**config.mk**
```make
export PLATFORM = sky130hd
export DESIGN_NAME = reload_tick_timer
export DESIGN_NICKNAME = d
export VERILOG_FILES = /design/src/rtl/rtt_pkg.sv /design/src/rtl/rtt_rst_sync.sv /design/src/rtl/rtt_tick_gate.sv /design/src/rtl/rtt_down_counter.sv /design/src/rtl/rtt_regfile.sv /design/src/rtl/reload_tick_timer.sv
export SDC_FILE = /design/constraint.sdc
export NUM_CORES = 1
export LEC_CHECK = 0
export ABC_CLOCK_PERIOD_IN_PS = 2130
export CELL_PAD_IN_SITES_DETAIL_PLACEMENT = 0
export CELL_PAD_IN_SITES_GLOBAL_PLACEMENT = 1
export CORE_ASPECT_RATIO = 0.8
export CORE_UTILIZATION = 35
export DETAILED_ROUTE_END_ITERATION = 7
export PLACE_DENSITY = 0.89
export SYNTH_ARGS = -nofsm -noshare
export SYNTH_HDL_FRONTEND = slang
export SYNTH_SLANG_ARGS = --single-unit
```
**constraint.sdc**
```tcl
create_clock -name clk -period 2.13 [get_ports clk]
set_input_delay 0.5325 -clock clk [delete_from_list [all_inputs] [get_ports clk]]
set_output_delay 0.5325 -clock clk [all_outputs]
set_load 0.1 [all_outputs]
```
**src/rtl/rtt_pkg.sv**
```systemverilog
package rtt_pkg;

  localparam int REG_ADDR_W = 2;

  typedef enum logic [REG_ADDR_W-1:0] {
    RA_CTRL    = 2'd0,
    RA_RELOAD  = 2'd1,
    RA_CURRENT = 2'd2,
    RA_CALIB   = 2'd3
  } reg_addr_e;

  localparam int CTRL_RUN_BIT  = 0;
  localparam int CTRL_IE_BIT   = 1;
  localparam int CTRL_SRC_BIT  = 2;
  localparam int CTRL_FLAG_BIT = 16;
  localparam int CAL_SKEW_BIT  = 30;
  localparam int CAL_NOREF_BIT = 31;

  typedef struct packed {
    logic src_core;
    logic irq_en;
    logic run;
  } ctrl_t;

endpackage

```
**src/rtl/rtt_rst_sync.sv**
```systemverilog
module rtt_rst_sync #(
  parameter int STAGES = 2
) (
  input  logic clk,
  input  logic arst_n,
  output logic rst_n_o
);

  logic [STAGES-1:0] sync_q;
  logic [STAGES-1:0] sync_d;

  always_comb begin
    sync_d = {sync_q[STAGES-2:0], 1'b1};
  end

  always_ff @(posedge clk or negedge arst_n) begin
    if (!arst_n) sync_q <= '0;
    else         sync_q <= sync_d;
  end

  assign rst_n_o = sync_q[STAGES-1];

endmodule

```
**src/rtl/rtt_tick_gate.sv**
```systemverilog
module rtt_tick_gate
  import rtt_pkg::*;
#(
  parameter bit HAS_REF = 1'b1
) (
  input  ctrl_t ctrl_i,
  input  logic  ref_en_i,
  input  logic  halt_i,
  output logic  tick_o
);

  logic src_ok;

  generate
    if (HAS_REF) begin : g_ref
      assign src_ok = ctrl_i.src_core | ref_en_i;
    end else begin : g_core_only
      logic unused_ref;
      assign unused_ref = ref_en_i;
      assign src_ok     = 1'b1;
    end
  endgenerate

  assign tick_o = ctrl_i.run & ~halt_i & src_ok;

endmodule

```
**src/rtl/rtt_down_counter.sv**
```systemverilog
module rtt_down_counter #(
  parameter int CNT_W = 24
) (
  input  logic             clk,
  input  logic             rst_n,
  input  logic             tick_i,
  input  logic             zero_wr_i,
  input  logic [CNT_W-1:0] reload_i,
  output logic [CNT_W-1:0] cur_o,
  output logic             evt_o
);

  localparam logic [CNT_W-1:0] ONE = CNT_W'(1);

  logic [CNT_W-1:0] cur_q;
  logic [CNT_W-1:0] cur_d;

  always_comb begin
    cur_d = cur_q;
    if (zero_wr_i) begin
      cur_d = '0;
    end else if (tick_i) begin
      if (cur_q == '0) cur_d = reload_i;
      else             cur_d = cur_q - ONE;
    end
  end

  always_ff @(posedge clk or negedge rst_n) begin
    if (!rst_n) cur_q <= '0;
    else        cur_q <= cur_d;
  end

  assign evt_o = tick_i & ~zero_wr_i & (cur_q == ONE);
  assign cur_o = cur_q;

  assert_decrement_R3: assert property (@(posedge clk) disable iff (!rst_n)
    (tick_i && !zero_wr_i && cur_q != '0) |=> (cur_q == $past(cur_q) - ONE));

  assert_reload_R3: assert property (@(posedge clk) disable iff (!rst_n)
    (tick_i && !zero_wr_i && cur_q == '0) |=> (cur_q == $past(reload_i)));

  assert_write_zero_R7: assert property (@(posedge clk) disable iff (!rst_n)
    zero_wr_i |=> (cur_q == '0));

  assert_stall_hold_R9: assert property (@(posedge clk) disable iff (!rst_n)
    (!tick_i && !zero_wr_i) |=> $stable(cur_q));

  assert_zero_inert_R5: assert property (@(posedge clk) disable iff (!rst_n)
    (cur_q == '0 && reload_i == '0) |-> !evt_o);

endmodule

```
**src/rtl/rtt_regfile.sv**
```systemverilog
module rtt_regfile
  import rtt_pkg::*;
#(
  parameter int               DATA_W    = 32,
  parameter int               CNT_W     = 24,
  parameter logic [CNT_W-1:0] CAL_TENMS = CNT_W'(124999),
  parameter bit               CAL_SKEW  = 1'b0,
  parameter bit               CAL_NOREF = 1'b0
) (
  input  logic                  clk,
  input  logic                  rst_n,
  input  logic                  bus_sel,
  input  logic                  bus_wr,
  input  logic [REG_ADDR_W-1:0] bus_addr,
  input  logic [DATA_W-1:0]     bus_wdata,
  output logic [DATA_W-1:0]     bus_rdata,
  input  logic [CNT_W-1:0]      cur_i,
  input  logic                  evt_i,
  output ctrl_t                 ctrl_o,
  output logic [CNT_W-1:0]      reload_o,
  output logic                  zero_wr_o,
  output logic                  flag_o
);

  localparam int HI_W = DATA_W - CNT_W;

  reg_addr_e        addr;
  logic             wr_ctrl, wr_reload, rd_ctrl, rd_en;
  ctrl_t            ctrl_q, ctrl_d;
  logic [CNT_W-1:0] reload_q, reload_d;
  logic             flag_q, flag_d;
  logic [HI_W-1:0]  unused_wdata_hi;

  assign addr            = reg_addr_e'(bus_addr);
  assign rd_en           = bus_sel & ~bus_wr;
  assign wr_ctrl         = bus_sel & bus_wr & (addr == RA_CTRL);
  assign wr_reload       = bus_sel & bus_wr & (addr == RA_RELOAD);
  assign zero_wr_o       = bus_sel & bus_wr & (addr == RA_CURRENT);
  assign rd_ctrl         = rd_en & (addr == RA_CTRL);
  assign unused_wdata_hi = bus_wdata[DATA_W-1:CNT_W];

  // next state
  always_comb begin
    ctrl_d   = ctrl_q;
    reload_d = reload_q;
    flag_d   = flag_q;
    if (wr_ctrl) begin
      ctrl_d.run      = bus_wdata[CTRL_RUN_BIT];
      ctrl_d.irq_en   = bus_wdata[CTRL_IE_BIT];
      ctrl_d.src_core = bus_wdata[CTRL_SRC_BIT];
    end
    if (wr_reload) reload_d = bus_wdata[CNT_W-1:0];
    if (evt_i)                     flag_d = 1'b1;
    else if (rd_ctrl || zero_wr_o) flag_d = 1'b0;
  end

  always_ff @(posedge clk or negedge rst_n) begin
    if (!rst_n) begin
      ctrl_q   <= '0;
      reload_q <= '0;
      flag_q   <= 1'b0;
    end else begin
      ctrl_q   <= ctrl_d;
      reload_q <= reload_d;
      flag_q   <= flag_d;
    end
  end

  // read path
  always_comb begin
    bus_rdata = '0;
    if (rd_en) begin
      unique case (addr)
        RA_CTRL: begin
          bus_rdata[CTRL_RUN_BIT]  = ctrl_q.run;
          bus_rdata[CTRL_IE_BIT]   = ctrl_q.irq_en;
          bus_rdata[CTRL_SRC_BIT]  = ctrl_q.src_core;
          bus_rdata[CTRL_FLAG_BIT] = flag_q;
        end
        RA_RELOAD:  bus_rdata[CNT_W-1:0] = reload_q;
        RA_CURRENT: bus_rdata[CNT_W-1:0] = cur_i;
        RA_CALIB: begin
          bus_rdata[CNT_W-1:0]    = CAL_TENMS;
          bus_rdata[CAL_SKEW_BIT]  = CAL_SKEW;
          bus_rdata[CAL_NOREF_BIT] = CAL_NOREF;
        end
        default: bus_rdata = '0;
      endcase
    end
  end

  assign ctrl_o   = ctrl_q;
  assign reload_o = reload_q;
  assign flag_o   = flag_q;

  assert_flag_from_event_R4: assert property (@(posedge clk) disable iff (!rst_n)
    $rose(flag_q) |-> $past(evt_i));

  assert_read_clears_R6: assert property (@(posedge clk) disable iff (!rst_n)
    (rd_ctrl && !evt_i) |=> !flag_q);

  assert_write_clears_R7: assert property (@(posedge clk) disable iff (!rst_n)
    zero_wr_o |=> !flag_q);

endmodule

```
**src/rtl/reload_tick_timer.sv**
```systemverilog
module reload_tick_timer
  import rtt_pkg::*;
#(
  parameter int               DATA_W    = 32,
  parameter int               CNT_W     = 24,
  parameter bit               HAS_REF   = 1'b1,
  parameter logic [CNT_W-1:0] CAL_TENMS = CNT_W'(124999),
  parameter bit               CAL_SKEW  = 1'b0,
  parameter bit               CAL_NOREF = 1'b0
) (
  input  logic              clk,
  input  logic              rst_n,
  input  logic              ref_tick_en,
  input  logic              halt_req,
  input  logic              bus_sel,
  input  logic              bus_wr,
  input  logic [1:0]        bus_addr,
  input  logic [DATA_W-1:0] bus_wdata,
  output logic [DATA_W-1:0] bus_rdata,
  output logic              irq_req
);

  logic             rst_sync_n;
  ctrl_t            ctrl;
  logic [CNT_W-1:0] reload_val;
  logic [CNT_W-1:0] cur_val;
  logic             zero_wr, evt, flag, tick;

  rtt_rst_sync #(.STAGES(2)) u_rst (
    .clk     (clk),
    .arst_n  (rst_n),
    .rst_n_o (rst_sync_n)
  );

  rtt_regfile #(
    .DATA_W    (DATA_W),
    .CNT_W     (CNT_W),
    .CAL_TENMS (CAL_TENMS),
    .CAL_SKEW  (CAL_SKEW),
    .CAL_NOREF (CAL_NOREF)
  ) u_regs (
    .clk       (clk),
    .rst_n     (rst_sync_n),
    .bus_sel   (bus_sel),
    .bus_wr    (bus_wr),
    .bus_addr  (bus_addr),
    .bus_wdata (bus_wdata),
    .bus_rdata (bus_rdata),
    .cur_i     (cur_val),
    .evt_i     (evt),
    .ctrl_o    (ctrl),
    .reload_o  (reload_val),
    .zero_wr_o (zero_wr),
    .flag_o    (flag)
  );

  rtt_tick_gate #(.HAS_REF(HAS_REF)) u_gate (
    .ctrl_i   (ctrl),
    .ref_en_i (ref_tick_en),
    .halt_i   (halt_req),
    .tick_o   (tick)
  );

  rtt_down_counter #(.CNT_W(CNT_W)) u_cnt (
    .clk       (clk),
    .rst_n     (rst_sync_n),
    .tick_i    (tick),
    .zero_wr_i (zero_wr),
    .reload_i  (reload_val),
    .cur_o     (cur_val),
    .evt_o     (evt)
  );

  assign irq_req = flag & ctrl.irq_en;

  assert_halt_freezes_R9: assert property (@(posedge clk) disable iff (!rst_sync_n)
    (halt_req && !zero_wr) |=> $stable(cur_val));

endmodule

```
==> results.cfg, run 1 <==
[run_status]
outcome = complete, but fails checks
violations = design-rule violations, negative setup slack

[yosys]
synth_ff_type = dfrtp_1
syn_inst = 357
synth_edf_count = 0
synth_warnings = 0
synthArstFlopShare_pct = 100
synth.cell_area_um2 = 3360
ys_types = 49
synth-seq-cells = 54
yosysSeqAreaShare_pct = 40.2
avgSynthCellArea_um2 = 9.41

[clock_tree]
clk_path_buf_depth = 2
ctsHoldBuffers = 0
cts_tree = yes
numCtsBuffers = 5
cts_root_buf = clkbuf_16
clk_pin_slew_worst_paths_ps = 70
cts_sinks = 54
cts_max_level = 2
clk-insertion-delay-late_ps = 300

[power]
p_switching_w = 0.00315
clkPwrFrac_pct = 15.5
combPwrFrac_pct = 61.6
p_leak_nw = 2.44
intPower_w = 0.00395
ir_drop_v = 0.000699
seq_power_share_pct = 22.9
switching_share_pct = 44.4
power.density_nw_per_um2 = 1180

[sta]
finClkSkew_ps = 7.33
setup_viol = 47
setup_ws_ps = -169
fin_crit_sh_pct = 108
tightest_slew_ps = 600
slew_headroom_pct = 60.0
post-route-min-period_ps = 2300
drv_slew = 0
hold_viol = 0
max_freq_ghz = 0.435
rsz0062_at_grt = yes

[routing]
via_per_inst = 5.91
num_vias = 3584
drt-initial-drc-count = 252
dr.pass1.iters = 7
routed_wl_um = 12500
wl_per_cell_um = 20.6
ant_nets = 0
drc_errors = 4

[cells_and_area]
area_growth_pct = 79.7
diodes = 0
drive_gt1_share_pct = 54.6
fin_nets = 538
fin_area_um2 = 6040

[placed_design]
place_hpwl_um = 7810
dp_slack_ps = -799
io_buffers = 56
dpl-instance-area_um2 = 5080
gp_congestion = 0.959

[critical_path]
path_class = flip-flop to flip-flop
required_ps = 2350
arrival_ps = 2520
crit-reg2reg-launch = u_cnt.cur_o[12]$_DFFE_PN0P_
cp-end-kind = flip-flop
rrSetupSlack_ps = -170
setup.worst_path.start_class = flip-flop
reg2reg_depth = 7
r2r-end = u_cnt.cur_o[16]$_DFFE_PN0P_
cp_max_fo = 6

[floorplanning]
die-area_um2 = 9990
row_count = 31
die-width_um = 112
num_io_pins = 73
initial_core_util_pct = 36.5
core_um2 = 9190
fp.dieH_um = 89.6

[global_route]
antenna_found_initial = 0
grt_max_degree = 31
grt_pass1_wl_um = 17900
gr-usage-all-layers_pct = 23.0
first_global_vias = 3530
overflow = 0

[min_path]
hold_path_class = flip-flop to asynchronous set/reset pin

[run]
drv_cap = 0
worst max-delay path: stages (launching register included):
cell and delay [ps]:
dfrtp_1 380, buf_4 160, nor3_1 450, nand3_1 340
buf_4 260, a2111oi_0 410, a21oi_1 80, o2bb2ai_1 150
flip-flops by register name, summed over array words and instances, names as in the netlist:
register and cells:
u_cnt.cur_o 24, u_regs.flag_o 1, u_regs.ctrl_o 3, u_rst.sync_q 2, u_regs.reload_o 24
repair_timing:
item / 4_1_cts / 5_1_grt
setup endpoints to repair: 72 / 48
setup buffers: 6 / 8
cloned: 4 / 3
pin swaps: 15 / 31
resized for setup: 62 / 66
routing by layer:
| metal | up-vias | GRT usage [%] | share of wire (%) |
|---|---|---|---|
| met1 | 1791 | 30.3 | 43 |
| met3 | 26 | 3.15 | 7.0 |
| li1 | 1594 | - | - |
| met4 | 0 | 10.9 | 2.1 |
| met2 | 173 | 38.4 | 48 |
| met5 | - | 0 | 0 |
layout make-up:
| cell class | instances | area, um^2 |
|---|---|---|
| timing repair buffer | 152 | 1740 |
| fill | 642 | 3160 |
| clock buffer | 6 | 139 |
| sequential | 54 | 1350 |
| clock inverter | 2 | 60.1 |
| multi-input combinational | 267 | 2540 |
| tap | 115 | 144 |
| inverter | 10 | 55.1 |
logic make-up (layout without fill, tap and decap cells):
logic type	after synthesis	after routing	synth area share [%]
muxes	38	38	12.3
and+or+nand+nor	109	113	17.3
AOI/OAI and AO/OA	99	99	20.3
adders and majority gates	8	8	2.98
DFF	54	54	40.2
buffers and inverters	47	170	6.63
other	2	9	0.224
metrics by stage:
step	util, %	TNS (ps)	power [W]	hold slack [ps]	cells
global route	65.7	-5390	0.00738	329	606
detailed placement	55.3	-42560	0.00498	285	581
finish	65.7	-3430	0.00710	278	606
CTS	60.8	-4480	0.00652	294	598
floorplan	-	-6090	0.00370	237	364
global placement	55.3	-39480	0.00489	277	581
placed cells by master (no fill, tap or decap), types with 7 or more instances in the layout:
cell	netlist	final
a21oi_1	18	8
a21oi_2	0	8
a221oi_2	0	7
a22oi_2	0	12
buf_12	0	31
buf_4	9	71
buf_6	1	12
clkbuf_16	0	8
clkdlybuf4s50_1	0	27
conb_1	2	9
dfrtp_1	54	53
mux2_2	27	27
mux2i_1	11	11
nand2_1	10	9
nor2_1	41	11
nor2_4	0	25
nor3_1	11	10
o21ai_0	15	12
o2bb2ai_1	10	9
power groups by stage:
stage	Clock, W	Combinational [W]	Sequential, W
3_5_place_dp	0	0.00339	0.00159
4_1_cts	0.00110	0.00382	0.00159
6_report	0.00110	0.00437	0.00163
5_1_grt	0.00115	0.00457	0.00166
3_3_place_gp	0	0.00332	0.00157
2_1_floorplan	0	0.00213	0.00156
worst max path at each step:
stage                                        endpoint  slack, ps  depth (start not counted)                         from
after global routing      u_cnt.cur_o[14]$_DFFE_PN0P_       -230                         10   u_cnt.cur_o[1]$_DFFE_PN0P_
after floorplan                         bus_rdata[17]       -300                          4                  bus_addr[0]
final                     u_cnt.cur_o[16]$_DFFE_PN0P_       -170                          7  u_cnt.cur_o[12]$_DFFE_PN0P_
after CTS                               bus_rdata[11]       -150                          8                  bus_addr[0]
after detailed placement  u_cnt.cur_o[15]$_DFFE_PN0P_       -800                          9                  bus_addr[1]
after global placement                   bus_rdata[6]       -730                          9                  bus_addr[0]
synthesized netlist by cell type, types with 3 or more instances:
cell type | number | share of area [%]
o22ai_1 | 6 | 1.1
or3_1 | 4 | 0.75
o2bb2ai_1 | 10 | 2.6
or4_1 | 7 | 1.6
nand2_1 | 10 | 1.1
o31ai_1 | 4 | 0.89
mux2_2 | 27 | 9.1
buf_4 | 9 | 2.0
nor2_1 | 41 | 4.6
nor3b_1 | 3 | 0.67
mux2i_1 | 11 | 3.3
a221oi_1 | 10 | 2.6
o21ai_0 | 15 | 2.2
buf_2 | 4 | 0.60
ha_1 | 8 | 3.0
dfrtp_1 | 54 | 40
nand3_1 | 6 | 0.89
a22oi_1 | 15 | 3.4
a211o_1 | 3 | 0.78
nor4_1 | 8 | 1.5
a31oi_1 | 4 | 0.75
a21oi_1 | 18 | 2.7
nand2b_1 | 3 | 0.56
inv_1 | 10 | 1.1
clkbuf_1 | 22 | 2.5
nor3_1 | 11 | 1.6
a211oi_1 | 5 | 1.1
Power figures use the tool's default switching activity.
==> inputs of run 2 (changes only) <==
--- a/config.mk
+++ b/config.mk
@@ -15,3 +15,4 @@
 export SYNTH_ARGS = -nofsm -noshare
 export SYNTH_HDL_FRONTEND = slang
 export SYNTH_SLANG_ARGS = --single-unit
+export TNS_END_PERCENT = 1
==> run 2 against run 1 <==
  * The run still ends with design-rule violations, negative setup slack left
  * Setup slack got worse by 4.0 ps
  * Largest power group unchanged
  * Final cell count fell by 1.5%
  * Combinational power fell by 15%
  * Critical endpoint is now u_cnt.cur_o[17]$_DFFE_PN0P_
  * Largest cell class unchanged
==> results.cfg, run 2 (synthesis results as in run 1) <==
[global_route]
grt_pass1_wl_um = 17400
gr-usage-all-layers_pct = 22.6
overflow = 0
first_global_vias = 3416
grt_max_degree = 22
antenna_found_initial = 0

[clock_tree]
cts_root_buf = clkbuf_16
cts_max_level = 2
clk_pin_slew_worst_paths_ps = 70
clk-insertion-delay-late_ps = 300
cts_sinks = 54
cts_tree = yes
post_cts_buffers = 0
numCtsBuffers = 5
clk_path_buf_depth = 2
ctsHoldBuffers = 0

[sta]
finalSetupTns_ps = -4180
fin_crit_sh_pct = 108
max_freq_ghz = 0.434
hold_viol = 0
rsz0062_at_grt = yes
tightest_slew_ps = 507
setup_ws_ps = -173
fin_hold_ws_ps = 207
drv_slew = 0
setup_viol = 45
finClkSkew_ps = 6.64
post-route-min-period_ps = 2300
slew_headroom_pct = 65.9

[floorplanning]
die-area_um2 = 9990
die-width_um = 112
fp.dieH_um = 89.6
core_um2 = 9190
initial_core_util_pct = 36.5
row_count = 31
num_io_pins = 73

[critical_path]
cp-end-kind = flip-flop
endpoint = u_cnt.cur_o[17]$_DFFE_PN0P_
required_ps = 2340
startpoint = u_cnt.cur_o[4]$_DFFE_PN0P_
cp_common_cell = or4_4
crit_chain = or4_4, or4_4, or2_4, or3_1, o221ai_2
rrSetupSlack_ps = -170
cp_max_fo = 6
crit_path_top_delay_cell = or4_4
arrival_ps = 2520
setup.worst_path.start_class = flip-flop
path_class = flip-flop to flip-flop
cp_slowest_stage_delay_ps = 550
r2r-end = u_cnt.cur_o[17]$_DFFE_PN0P_
crit-reg2reg-launch = u_cnt.cur_o[4]$_DFFE_PN0P_
reg2reg_depth = 5

[routing]
drt-initial-drc-count = 218
ant_nets = 0
drc_errors = 5
dr.pass1.iters = 7
num_vias = 3325
via_per_inst = 5.57
routed_wl_um = 10800
wl_per_cell_um = 18.0

[run_status]
violations = design-rule violations, negative setup slack
outcome = complete, but fails checks

[min_path]
hold_path_class = flip-flop to asynchronous set/reset pin

[placed_design]
gp_congestion = 0.956
io_buffers = 56
place_hpwl_um = 7870
dp_slack_ps = -786
dpl-instance-area_um2 = 5130

[power]
ir_drop_v = 0.000561
power.density_nw_per_um2 = 1100
p_leak_nw = 2.27

[run]
drv_cap = 0

[cells_and_area]
diodes = 0
drive_gt1_share_pct = 46.7
multi_input_area_um2 = 2250
final_cell_mix = 78 x buf_4, 53 x dfrtp_1, 31 x buf_12, 27 x mux2_2, 27 x clkdlybuf4s50_1
fillCellCount = 764
fin_area_um2 = 5530
regArea_um2 = 1350
fin_nets = 530
mostFrequentLayoutCell = buf_4
area_growth_pct = 64.8
run 2: changes by cell type in the layout (fill, tap and decap cells not counted), moves of 4 or more:
cell	before	now
a22oi_1	3	11
buf_4	71	78
buf_8	6	2
buf_6	12	7
a22oi_2	12	4
a21oi_2	8	4
a21oi_1	8	14
run 2: metrics by stage:
stage,utilization [%],cells,total power (W)
after floorplan,-,364,0.00352
after global placement,55.8,589,0.00487
after detailed placement,55.8,589,0.00497
after CTS,59.3,597,0.00592
after global routing,60.2,597,0.00642
final,60.2,597,0.00606
run 2: power by group:
part / switching, W / internal [W]
clock: 0.000364 / 0.000432
sequential: 0.000253 / 0.00132
combinational: 0.00201 / 0.00169
run 2: worst min-delay path by stage:
stage	end	slack (ps)	cells after the start
2_1_floorplan	u_rst.sync_q[0]$_DFF_PN0_	240	0
3_3_place_gp	u_regs.reload_o[8]$_DFFE_PN0P_	220	0
3_5_place_dp	u_regs.reload_o[9]$_DFFE_PN0P_	220	0
4_1_cts	u_regs.reload_o[9]$_DFFE_PN0P_	230	0
5_1_grt	u_regs.reload_o[9]$_DFFE_PN0P_	250	0
6_report	u_regs.reload_o[13]$_DFFE_PN0P_	210	0
run 2: repair_timing:
item,in CTS,in global routing
gates resized for setup,57,16
pin swaps,12,2
cloned,1,0
setup endpoints to repair,70,48
endpoints found under the hold margin,0,0
run 2: layout make-up:
cell class                      count  share of cell area, %
Timing Repair Buffer              147                   29.0
Sequential cell                    54                   24.4
Tap cell                          115                   2.60
Inverter                           10                  0.995
Clock buffer                        7                   2.40
Multi-Input combinational cell    264                   40.6
run 2: worst max-delay path: cells and delay by family (launching register included):
family          cells  cell delay [ps]
flops               1              390
simple gates        4             1660
compound gates      1              180
run 2: layer usage:
layer	vias to the layer above	wire length [um]	global-route usage (%)
met1	1615	4910	30.3
met3	19	683	4.09
met4	0	181	7.13
li1	1569	-	-
met5	-	0	0
met2	122	4980	37.5
